**src/rtl/pwr_sleep_pkg.sv**
```systemverilog
// Shared definitions for the sleep controller: field positions of the
// control register, its writable mask, the sleep state encoding and the
// decoded control bits. Assumes a 32-bit register.
package pwr_sleep_pkg;

    localparam int CTRL_W         = 32;
    localparam int BIT_WAKE_PEND  = 4;
    localparam int BIT_DEEP       = 2;
    localparam int BIT_EXIT_SLEEP = 1;

    localparam logic [CTRL_W-1:0] CTRL_MASK =
        (CTRL_W'(1) << BIT_WAKE_PEND) |
        (CTRL_W'(1) << BIT_DEEP)      |
        (CTRL_W'(1) << BIT_EXIT_SLEEP);

    typedef enum logic [1:0] {
        PS_RUN      = 2'd0,
        PS_WAIT_EVT = 2'd1,
        PS_WAIT_IRQ = 2'd2
    } pwr_state_e;

    typedef struct packed {
        logic wake_on_pend;
        logic deep;
        logic exit_sleep;
    } ctrl_bits_t;

endpackage

```
**src/rtl/pwr_ctrl_reg.sv**
```systemverilog
// Control register. Holds only the writable fields, so reserved bits
// read zero and ignore writes. Assumes one write strobe per cycle and
// exposes the stored value directly as the read data.
module pwr_ctrl_reg
    import pwr_sleep_pkg::*;
(
    input  logic              clk,
    input  logic              rst_n,
    input  logic              wr_en,
    input  logic [CTRL_W-1:0] wdata,
    output logic [CTRL_W-1:0] rdata,
    output ctrl_bits_t        ctrl
);

    logic [CTRL_W-1:0] ctrl_q;

    // Store the masked write data; clear everything on reset.
    always_ff @(posedge clk) begin
        if (!rst_n)
            ctrl_q <= '0;
        else if (wr_en)
            ctrl_q <= wdata & CTRL_MASK;
    end

    // Present the stored value and decode the live fields.
    always_comb begin
        rdata             = ctrl_q;
        ctrl.wake_on_pend = ctrl_q[BIT_WAKE_PEND];
        ctrl.deep         = ctrl_q[BIT_DEEP];
        ctrl.exit_sleep   = ctrl_q[BIT_EXIT_SLEEP];
    end

endmodule

```
**src/rtl/pwr_pend_edge.sv**
```systemverilog
// Pending-flag monitor. Keeps a registered copy of the pending vector
// and reports whether any line rose since the previous cycle, and
// whether any line is pending now. Assumes pending inputs are
// synchronous to clk. The copy resets to zero, so a line already high
// right after reset counts as a rise.
module pwr_pend_edge #(
    parameter int NUM_IRQ = 8
) (
    input  logic               clk,
    input  logic               rst_n,
    input  logic [NUM_IRQ-1:0] pend,
    output logic               any_rise,
    output logic               any_pend
);

    logic [NUM_IRQ-1:0] pend_prev_q;
    logic [NUM_IRQ-1:0] rise_vec;

    // Keep last cycle's pending vector.
    always_ff @(posedge clk) begin
        if (!rst_n)
            pend_prev_q <= '0;
        else
            pend_prev_q <= pend;
    end

    // Per-line rise detection.
    for (genvar i = 0; i < NUM_IRQ; i++) begin : g_rise
        assign rise_vec[i] = pend[i] & ~pend_prev_q[i];
    end

    // Reduce to the two summary flags.
    always_comb begin
        any_rise = |rise_vec;
        any_pend = |pend;
    end

endmodule

```
**src/rtl/pwr_event_latch.sv**
```systemverilog
// One-bit event flag. A consume request clears it and takes priority
// over a set request in the same cycle. The consumer decides whether a
// same-cycle event has already been used up.
module pwr_event_latch (
    input  logic clk,
    input  logic rst_n,
    input  logic set_evt,
    input  logic consume,
    output logic evt_q
);

    // Hold, set or clear the flag.
    always_ff @(posedge clk) begin
        if (!rst_n)
            evt_q <= 1'b0;
        else if (consume)
            evt_q <= 1'b0;
        else if (set_evt)
            evt_q <= 1'b1;
    end

endmodule

```
**src/rtl/pwr_sleep_fsm.sv**
```systemverilog
// Sleep state machine. From RUN it accepts a WFE, a WFI, or an
// exception return with sleep-after-return enabled; WFE is evaluated
// first. A WFE sleep ends on a wake event, a WFI sleep ends on any
// pending line. Requests that arrive while asleep are ignored. It tells
// the event flag when to consume.
module pwr_sleep_fsm
    import pwr_sleep_pkg::*;
(
    input  logic       clk,
    input  logic       rst_n,
    input  logic       wfe_req,
    input  logic       wfi_req,
    input  logic       exc_return,
    input  logic       exit_sleep,
    input  logic       wake_evt,
    input  logic       evt_q,
    input  logic       any_pend,
    output logic       consume,
    output pwr_state_e state
);

    pwr_state_e state_q;
    pwr_state_e state_d;

    // Next-state and consume decision.
    always_comb begin
        state_d = state_q;
        consume = 1'b0;
        unique case (state_q)
            PS_RUN: begin
                if (wfe_req) begin
                    if (evt_q || wake_evt)
                        consume = 1'b1;
                    else
                        state_d = PS_WAIT_EVT;
                end else if (wfi_req || (exc_return && exit_sleep)) begin
                    state_d = PS_WAIT_IRQ;
                end
            end
            PS_WAIT_EVT: begin
                if (wake_evt) begin
                    consume = 1'b1;
                    state_d = PS_RUN;
                end
            end
            PS_WAIT_IRQ: begin
                if (any_pend)
                    state_d = PS_RUN;
            end
            default: state_d = PS_RUN;
        endcase
    end

    // State register.
    always_ff @(posedge clk) begin
        if (!rst_n)
            state_q <= PS_RUN;
        else
            state_q <= state_d;
    end

    assign state = state_q;

endmodule

```
**src/rtl/pwr_sleep_ctrl.sv**
```systemverilog
// Top of the sleep and wake-event controller. Combines the control
// register, the pending-rise monitor, the event flag and the sleep
// state machine, and derives the sleeping and deep-sleep outputs.
// Assumes all strobes are single-cycle and synchronous to clk.
module pwr_sleep_ctrl
    import pwr_sleep_pkg::*;
#(
    parameter int NUM_IRQ = 8
) (
    input  logic               clk,
    input  logic               rst_n,
    input  logic               reg_wr_en,
    input  logic [31:0]        reg_wdata,
    output logic [31:0]        reg_rdata,
    input  logic               wfe_req,
    input  logic               wfi_req,
    input  logic               sev_strobe,
    input  logic               ext_event,
    input  logic [NUM_IRQ-1:0] irq_pend,
    input  logic               exc_return,
    output logic               sleeping,
    output logic               deep_sleep
);

    ctrl_bits_t ctrl;
    logic       pend_rise;
    logic       any_pend;
    logic       wake_evt;
    logic       evt_q;
    logic       consume;
    pwr_state_e fsm_state;

    pwr_ctrl_reg u_reg (
        .clk   (clk),
        .rst_n (rst_n),
        .wr_en (reg_wr_en),
        .wdata (reg_wdata),
        .rdata (reg_rdata),
        .ctrl  (ctrl)
    );

    pwr_pend_edge #(.NUM_IRQ(NUM_IRQ)) u_pend (
        .clk      (clk),
        .rst_n    (rst_n),
        .pend     (irq_pend),
        .any_rise (pend_rise),
        .any_pend (any_pend)
    );

    // Wake events: explicit events always, pending rises when enabled.
    always_comb begin
        wake_evt = ext_event | sev_strobe | (ctrl.wake_on_pend & pend_rise);
    end

    pwr_event_latch u_evt (
        .clk     (clk),
        .rst_n   (rst_n),
        .set_evt (wake_evt),
        .consume (consume),
        .evt_q   (evt_q)
    );

    pwr_sleep_fsm u_fsm (
        .clk        (clk),
        .rst_n      (rst_n),
        .wfe_req    (wfe_req),
        .wfi_req    (wfi_req),
        .exc_return (exc_return),
        .exit_sleep (ctrl.exit_sleep),
        .wake_evt   (wake_evt),
        .evt_q      (evt_q),
        .any_pend   (any_pend),
        .consume    (consume),
        .state      (fsm_state)
    );

    // Output decode from the registered state.
    always_comb begin
        sleeping   = (fsm_state != PS_RUN);
        deep_sleep = sleeping & ctrl.deep;
    end

endmodule

```
**config.mk**
```make
export PLATFORM = sky130hd
export DESIGN_NAME = pwr_sleep_ctrl
export DESIGN_NICKNAME = d
export VERILOG_FILES = /design/src/rtl/pwr_sleep_pkg.sv /design/src/rtl/pwr_ctrl_reg.sv /design/src/rtl/pwr_pend_edge.sv /design/src/rtl/pwr_event_latch.sv /design/src/rtl/pwr_sleep_fsm.sv /design/src/rtl/pwr_sleep_ctrl.sv
export SDC_FILE = /design/constraint.sdc
export NUM_CORES = 1
export LEC_CHECK = 0
export CORE_MARGIN = 1.5
export CORE_UTILIZATION = 29
export CTS_CLUSTER_SIZE = 25
export DETAILED_ROUTE_END_ITERATION = 10
export PLACE_DENSITY = 0.8
export SYNTH_ARGS = -nofsm -noshare
export SYNTH_HDL_FRONTEND = slang
export SYNTH_SLANG_ARGS = --single-unit
```
**constraint.sdc**
```tcl
create_clock -name clk -period 1.2 [get_ports clk]
set_input_delay 0.24 -clock clk [delete_from_list [all_inputs] [get_ports clk]]
set_output_delay 0.24 -clock clk [all_outputs]
set_load 0.01 [all_outputs]
```
After elaboration in Yosys (flattened, before gate mapping)
Index checks and enable logic that the tools add are counted.
Word-level totals
  bits in registers: 14
  bits in latches: 0
  memory bits (writable): 0
  bits in read-only memories: 0
  bits of input ports: 48
  output and inout port bits: 34
  memories kept: 0
Cells by class
  add/sub/neg operators: 0
  multiply operators: 0
  div/mod/pow operators: 0
  $lt $le $gt $ge: 0
  equal/unequal tests: 6
  shifts and indexed selects: 0
  mux-type cells: 10
  bitwise gates (word level): 21
  reductions and logical operators: 9
Operator list (count)
  8-bit OR reduction: 2
  1-bit bitwise AND: 10
  2-bit two-way mux: 5
  1-bit NOT: 9
  2-bit one-hot mux with 3 select lines: 1
  4-bit AND reduction: 1
  1-bit two-way mux: 3
  3-bit by 2-bit != test with 1-bit output, second input constant: 1
  3-bit != test, second input constant: 1
  2-bit by 1-bit equality test with 1-bit output, second input constant: 1
  2-bit equality test, second input constant: 1
  2-bit logical NOT: 1
  1-bit logical OR: 2
  2-bit by 1-bit != test with 1-bit output, second input constant: 1
  2-bit != test, second input constant: 1
  1-bit OR: 2
  1-bit one-hot mux with 2 select lines: 1
  2-bit nonzero test: 1
  2-bit OR reduction: 1
  1-bit logical AND: 1

Logic depth before layout (Yosys ltp)
  depth after elaboration: 10
  mapped depth: 4
  mapped depth without buffers: 4

By module
A second synthesis with hierarchy kept.
Second synthesis, totals
  cells, all modules: 92
  area total of the unflattened synthesis: 820.8 um2
Modules (own cells, without submodules)
  pwr_ctrl_reg: times used 1, cells an instance 42, area each 352.8 um2, seq. area each 60.1 um2
  pwr_pend_edge: times used 1, cells an instance 32, area each 290.3 um2, seq. area each 160.2 um2
  pwr_sleep_fsm: times used 1, cells an instance 12, area each 118.9 um2, seq. area each 40.0 um2
  pwr_event_latch: times used 1, cells an instance 3, area each 36.3 um2, seq. area each 20.0 um2
  pwr_sleep_ctrl: times used 1, cells an instance 3, area each 22.5 um2, seq. area each 0.0 um2

Worst setup path before layout
Ideal clock, no wire load.
  kind: reg2reg
  from: reg u_pend.pend_prev_q[7]
  to: reg u_evt.evt_q
  library setup time: 116 ps
  arrival time: 967 ps
  required time: 1084 ps
  slack: 117 ps
  cell stages (with the launch flop): 5
  buffers on the path: 0
  period minus slack after synthesis: 1083 ps
  cell sequence: dfxtp_1 > nand2b_1 > o2111ai_1 > o31a_1 > o211a_1
On the way
  cells in the longest elaborated chain, start to end: 10
RTL lines
  start, declared: RTL line pwr_pend_edge.sv:16  | logic [NUM_IRQ-1:0] pend_prev_q;
  start signal, assigned: RTL line pwr_pend_edge.sv:24  | pend_prev_q <= pend;
  1-bit NOT (*): RTL line pwr_pend_edge.sv:29  | assign rise_vec[i] = pend[i] & ~pend_prev_q[i];
  1-bit bitwise AND (*): RTL line pwr_pend_edge.sv:29
  8-bit OR reduction (*): RTL line pwr_pend_edge.sv:34  | any_rise = |rise_vec;
  1-bit bitwise AND (*): RTL line pwr_sleep_ctrl.sv:52  | wake_evt = ext_event | sev_strobe | (ctrl.wake_on_pend & pend_rise);
  1-bit OR (*): RTL line pwr_sleep_ctrl.sv:52
  1-bit logical OR: RTL line pwr_sleep_fsm.sv:32  | if (evt_q || wake_evt)
  1-bit two-way mux: RTL line pwr_sleep_fsm.sv:32
  1-bit two-way mux: RTL line pwr_sleep_fsm.sv:31  | if (wfe_req) begin
  1-bit one-hot mux with 2 select lines: RTL line pwr_sleep_fsm.sv:29  | unique case (state_q)
  2-bit OR reduction (no line)
  end signal, assigned: RTL line pwr_event_latch.sv:15  | evt_q <= 1'b0;
  end signal, assigned: RTL line pwr_event_latch.sv:17  | evt_q <= 1'b0;
  end signal, assigned: RTL line pwr_event_latch.sv:19  | evt_q <= 1'b1;
  end, declared: RTL line pwr_event_latch.sv:9  | output logic evt_q
Every way passes the cells marked *; elsewhere a longest branch is shown, timed or not.
A chain may end at the register's enable or synchronous reset.

Worst setup path after layout
  from: reg u_fsm.state_q[1], in the netlist u_fsm.state[1]
  to: out deep_sleep
On the way
  cells in the longest elaborated chain, start to end: 2
RTL lines
  start, declared: RTL line pwr_sleep_fsm.sv:22  | pwr_state_e state_q;
  start signal, assigned: RTL line pwr_sleep_fsm.sv:59  | state_q <= state_d;
  2-bit nonzero test: RTL line pwr_sleep_ctrl.sv:79  | sleeping = (fsm_state != PS_RUN);
  1-bit bitwise AND: RTL line pwr_sleep_ctrl.sv:80  | deep_sleep = sleeping & ctrl.deep;
  end, declared: RTL line pwr_sleep_ctrl.sv:22  | output logic deep_sleep
Every way passes these cells.

==> flow_summary.toml <==
[status]
outcome = "finished with violations"
violated_checks = "negative setup slack"

[setup_path]
worst_setup_path_start_kind = "register"
endpoint_kind = "output port"
critical_path_peak_fanout = 2
ff2ff_path_depth = 4
crit_arrival_ps = 1100
r2r_slack_ps = 40
worstPathCellList = "or2_1 -> and2_1 -> buf_2"
critical_path.reg2reg.startpoint = "u_pend.pend_prev_q[7]"
r2r_end = "u_evt.evt_q"
cpPeakStageDelay_ps = 320
cpLargestDelayFamily = "simple AND/OR/NAND/NOR gates"
crit_buf_inv = 1
critPathRequiredTime_ps = 960
timing.setup.critical_path_class = "register to output port"
worst_path_max_delay_cell = "sky130_fd_sc_hd__dfxtp_2"

[logic_synthesis]
ys_async_sr_fraction_pct = 0
dominant_combinational_cell_family_by_area_after_synthesis = "buffers and inverters"
mux_share_of_post_synthesis_cell_area_pct = 3.709
synth-edff-count = 0
synth_top_area_share_pct = 34.62
postSynth.topFlopCell = "sky130_fd_sc_hd__dfxtp_1"
ys_seq_area_share_pct = 34.62
synth.distinct_cells = 26
synthAdderAreaFrac_pct = 0
share_of_the_synthesized_area_in_compound_gates_ao_oa_aoi_oai_pct = 9.119
synth_simple_gate_area_share_pct = 21.02
synth.avg_cell_area_sq_um = 8.799
netlist_top_cells_area = "sky130_fd_sc_hd__dfxtp_1, sky130_fd_sc_hd__buf_4, sky130_fd_sc_hd__and2_1, sky130_fd_sc_hd__mux2i_1, sky130_fd_sc_hd__inv_1"
yosys.cell_count.top_type = "sky130_fd_sc_hd__buf_4"
yosysWarnings = 0
synth_cells = 92
synth_area_sq_um = 809.5
synth.top_cells.by_count = "sky130_fd_sc_hd__buf_4, sky130_fd_sc_hd__dfxtp_1, sky130_fd_sc_hd__and2_1, sky130_fd_sc_hd__inv_1"
synth_xor_xnor_area_share_pct = 0
yosys_register_bits = 14
synth_top_area_cell = "sky130_fd_sc_hd__dfxtp_1"

[run]
drv_cap = 0

[place]
routabilityCongestion = 0.7620
portBuffers = 23
dpl.hpwl_um = 1324
dp.cells = 151

[clock_tree]
cts_made_buffers = 3
maximum_number_of_buffers_from_clock_root_to_sink = 2
cts_htree_levels = 1
cts_tree = "built"
root_buffer = "sky130_fd_sc_hd__clkbuf_4"
clk_pin_slew_ps = 80
latest_clock_arrival_within_the_worst_skew_pair_ps = 280
clkSinkCount = 14

[die]
coreArea_sq_um = 2567
die_area_sq_um = 3118
die-height_um = 55.84
initial_utilization_pct = 31.53
ios = 82
std_cell_rows = 18
die_width_um = 55.84

[sta]
worst_slack_ps = -135.9
fmax_mhz = 748.6
finalClockSkew_ps = 2.761
final_min_period_over_clock_period_pct = 111.3
number_of_slew_limit_violations_in_the_final_report = 0
grt_setup_unrepaired = "yes"
timing.hold.ws_ps = 240.9
finalHoldViolations = 0
finalSetupViolations = 2
min_period_ps = 1336

[layout]
post-route-util_pct = 43.03
finalNetCount = 174
post_route_non_filler_standard_cell_count = 155
syn2layout_area_growth_pct = 36.48
drive_above_1_share_pct = 22.40
n_antenna_cell = 0

[global_route]
global_route_wire_length_before_repair_um = 2615
global_route.usage.total_pct = 10.60
grt_overflow_total = 0
grt_start_max_net_pins = 14
grt_pass1_vias = 638
antenna_found_initial = 0

[power]
p_per_area_nw_per_um2 = 968.7
power.ir.vdd_worst_mv = 0.5826
static_power_due_to_leakage_nw = 0.5544

[detailed_routing]
average_wire_length_per_cell_after_detail_routing_um = 10.39
vias = 636
wirelength_um = 1610
final_antenna_net_count = 0
initialDrtViolationCount = 3
drt_pass1_iterations = 4
via_per_inst = 4.103
remaining_drc_errors = 0

[min_path]
holdCritStartpoint = "irq_pend[3]"
hold_end = "u_pend.pend_prev_q[3]"
worst_hold_path_type = "primary input to register"
holdPathStages = 2
per-stage QoR:
step	instance area, sq um	setup TNS [ps]	total power [mW]	setup slack (ps)
after floorplan	914.6	0	0.6842	116.6
after global placement	1021	-1072	0.7282	-304.7
after detailed placement	1021	-1197	0.7359	-345.6
after CTS	1071	-166.4	1.061	-153.5
after global routing	1105	-267.2	1.118	-180.2
final	1105	-150.3	1.070	-135.9
worst reg2reg max path: cells and delay by family, from the launching register on:
kind             cells  cell delay, ps
flip-flops           1             330
AND/OR/NAND/NOR      1             120
AO/OA/AOI/OAI        3             610
what timing repair did:
item	in CTS	in global routing
endpoints found under the setup margin	8	6
gates resized for setup	23	9
setup buffers	0	0
hold buffers	0	0
pin swaps	5	3
report_power, final:
| group | leakage, nW | internal [mW] | switching (mW) |
|---|---|---|---|
| sequential | 0.117 | 0.491 | 0.0118 |
| clock | 0.0210 | 0.185 | 0.151 |
| combinational | 0.416 | 0.116 | 0.117 |
| total | 0.554 | 0.791 | 0.279 |
worst max-delay path by stage:
stage	startpoint	endpoint	slack, ps	cells after the start
after floorplan	u_pend.pend_prev_q[7]	u_evt.evt_q	120	4
after global placement	irq_pend[4]	u_evt.evt_q	-300	5
final	u_fsm.state[1]	deep_sleep	-140	3
after detailed placement	irq_pend[7]	u_evt.evt_q	-350	5
after global routing	u_fsm.state[1]	deep_sleep	-180	3
after CTS	u_fsm.state[0]	deep_sleep	-150	3
placed cells by master, fill, tap and decap left out:
cell,Yosys,routed
sky130_fd_sc_hd__conb_1,1,29
sky130_fd_sc_hd__clkdlybuf4s50_1,0,10
sky130_fd_sc_hd__dfxtp_1,14,10
sky130_fd_sc_hd__and2_1,9,9
sky130_fd_sc_hd__buf_4,30,9
sky130_fd_sc_hd__dlygate4sd2_1,0,7
sky130_fd_sc_hd__inv_1,6,6
sky130_fd_sc_hd__dfxtp_2,0,4
sky130_fd_sc_hd__mux2i_1,3,3
sky130_fd_sc_hd__nor2b_1,3,3
sky130_fd_sc_hd__clkbuf_4,0,3
sky130_fd_sc_hd__dlymetal6s2s_1,0,3
sky130_fd_sc_hd__nand2b_4,0,2
sky130_fd_sc_hd__a21oi_1,2,2
sky130_fd_sc_hd__nor3b_1,2,2
sky130_fd_sc_hd__nor2_1,2,2
sky130_fd_sc_hd__buf_2,0,2
sky130_fd_sc_hd__or2_1,1,1
sky130_fd_sc_hd__o22ai_2,0,1
sky130_fd_sc_hd__o22ai_1,2,1
sky130_fd_sc_hd__nand2b_1,3,1
sky130_fd_sc_hd__o2111ai_4,0,1
sky130_fd_sc_hd__o31a_1,1,1
sky130_fd_sc_hd__or4b_4,0,1
sky130_fd_sc_hd__nor3_2,1,1
sky130_fd_sc_hd__nor4_2,0,1
sky130_fd_sc_hd__nor4_1,2,1
sky130_fd_sc_hd__nor3_1,1,1
sky130_fd_sc_hd__a31oi_1,1,1
sky130_fd_sc_hd__or3_1,1,1
sky130_fd_sc_hd__o31a_2,1,1
sky130_fd_sc_hd__nand2_1,1,1
sky130_fd_sc_hd__o31ai_2,0,1
sky130_fd_sc_hd__o211a_1,1,1
sky130_fd_sc_hd__clkbuf_8,0,1
sky130_fd_sc_hd__clkdlybuf4s15_1,0,1
per-layer routing:
metal	global-route usage, %	routed length (um)	up-vias
li1	-	-	310
met1	9.901	525	283
met4	5.442	50	0
met5	0	0	-
met2	21.60	929	38
met3	1.628	105	5
flip-flops by register name (all words and copies together) (netlist names):
register and cells:
u_reg.rdata 3, u_pend.pend_prev_q 8, u_evt.evt_q 1, u_fsm.state 2
logic make-up after synthesis:
group,after synthesis
other,1
DFF,14
buffers and inverters,37
and+or+nand+nor,27
muxes,3
AOI/OAI and AO/OA,10
layout make-up:
class                      instances  area (sq um)
clock buffer                       4         36.28
inverter                           6         22.52
fill                             259          1463
tap                               30         37.54
timing repair buffer              32         286.5
sequential                        14         285.3
multi-input combinational         69         436.7
Note: power is estimated with default switching activity, not from simulation.
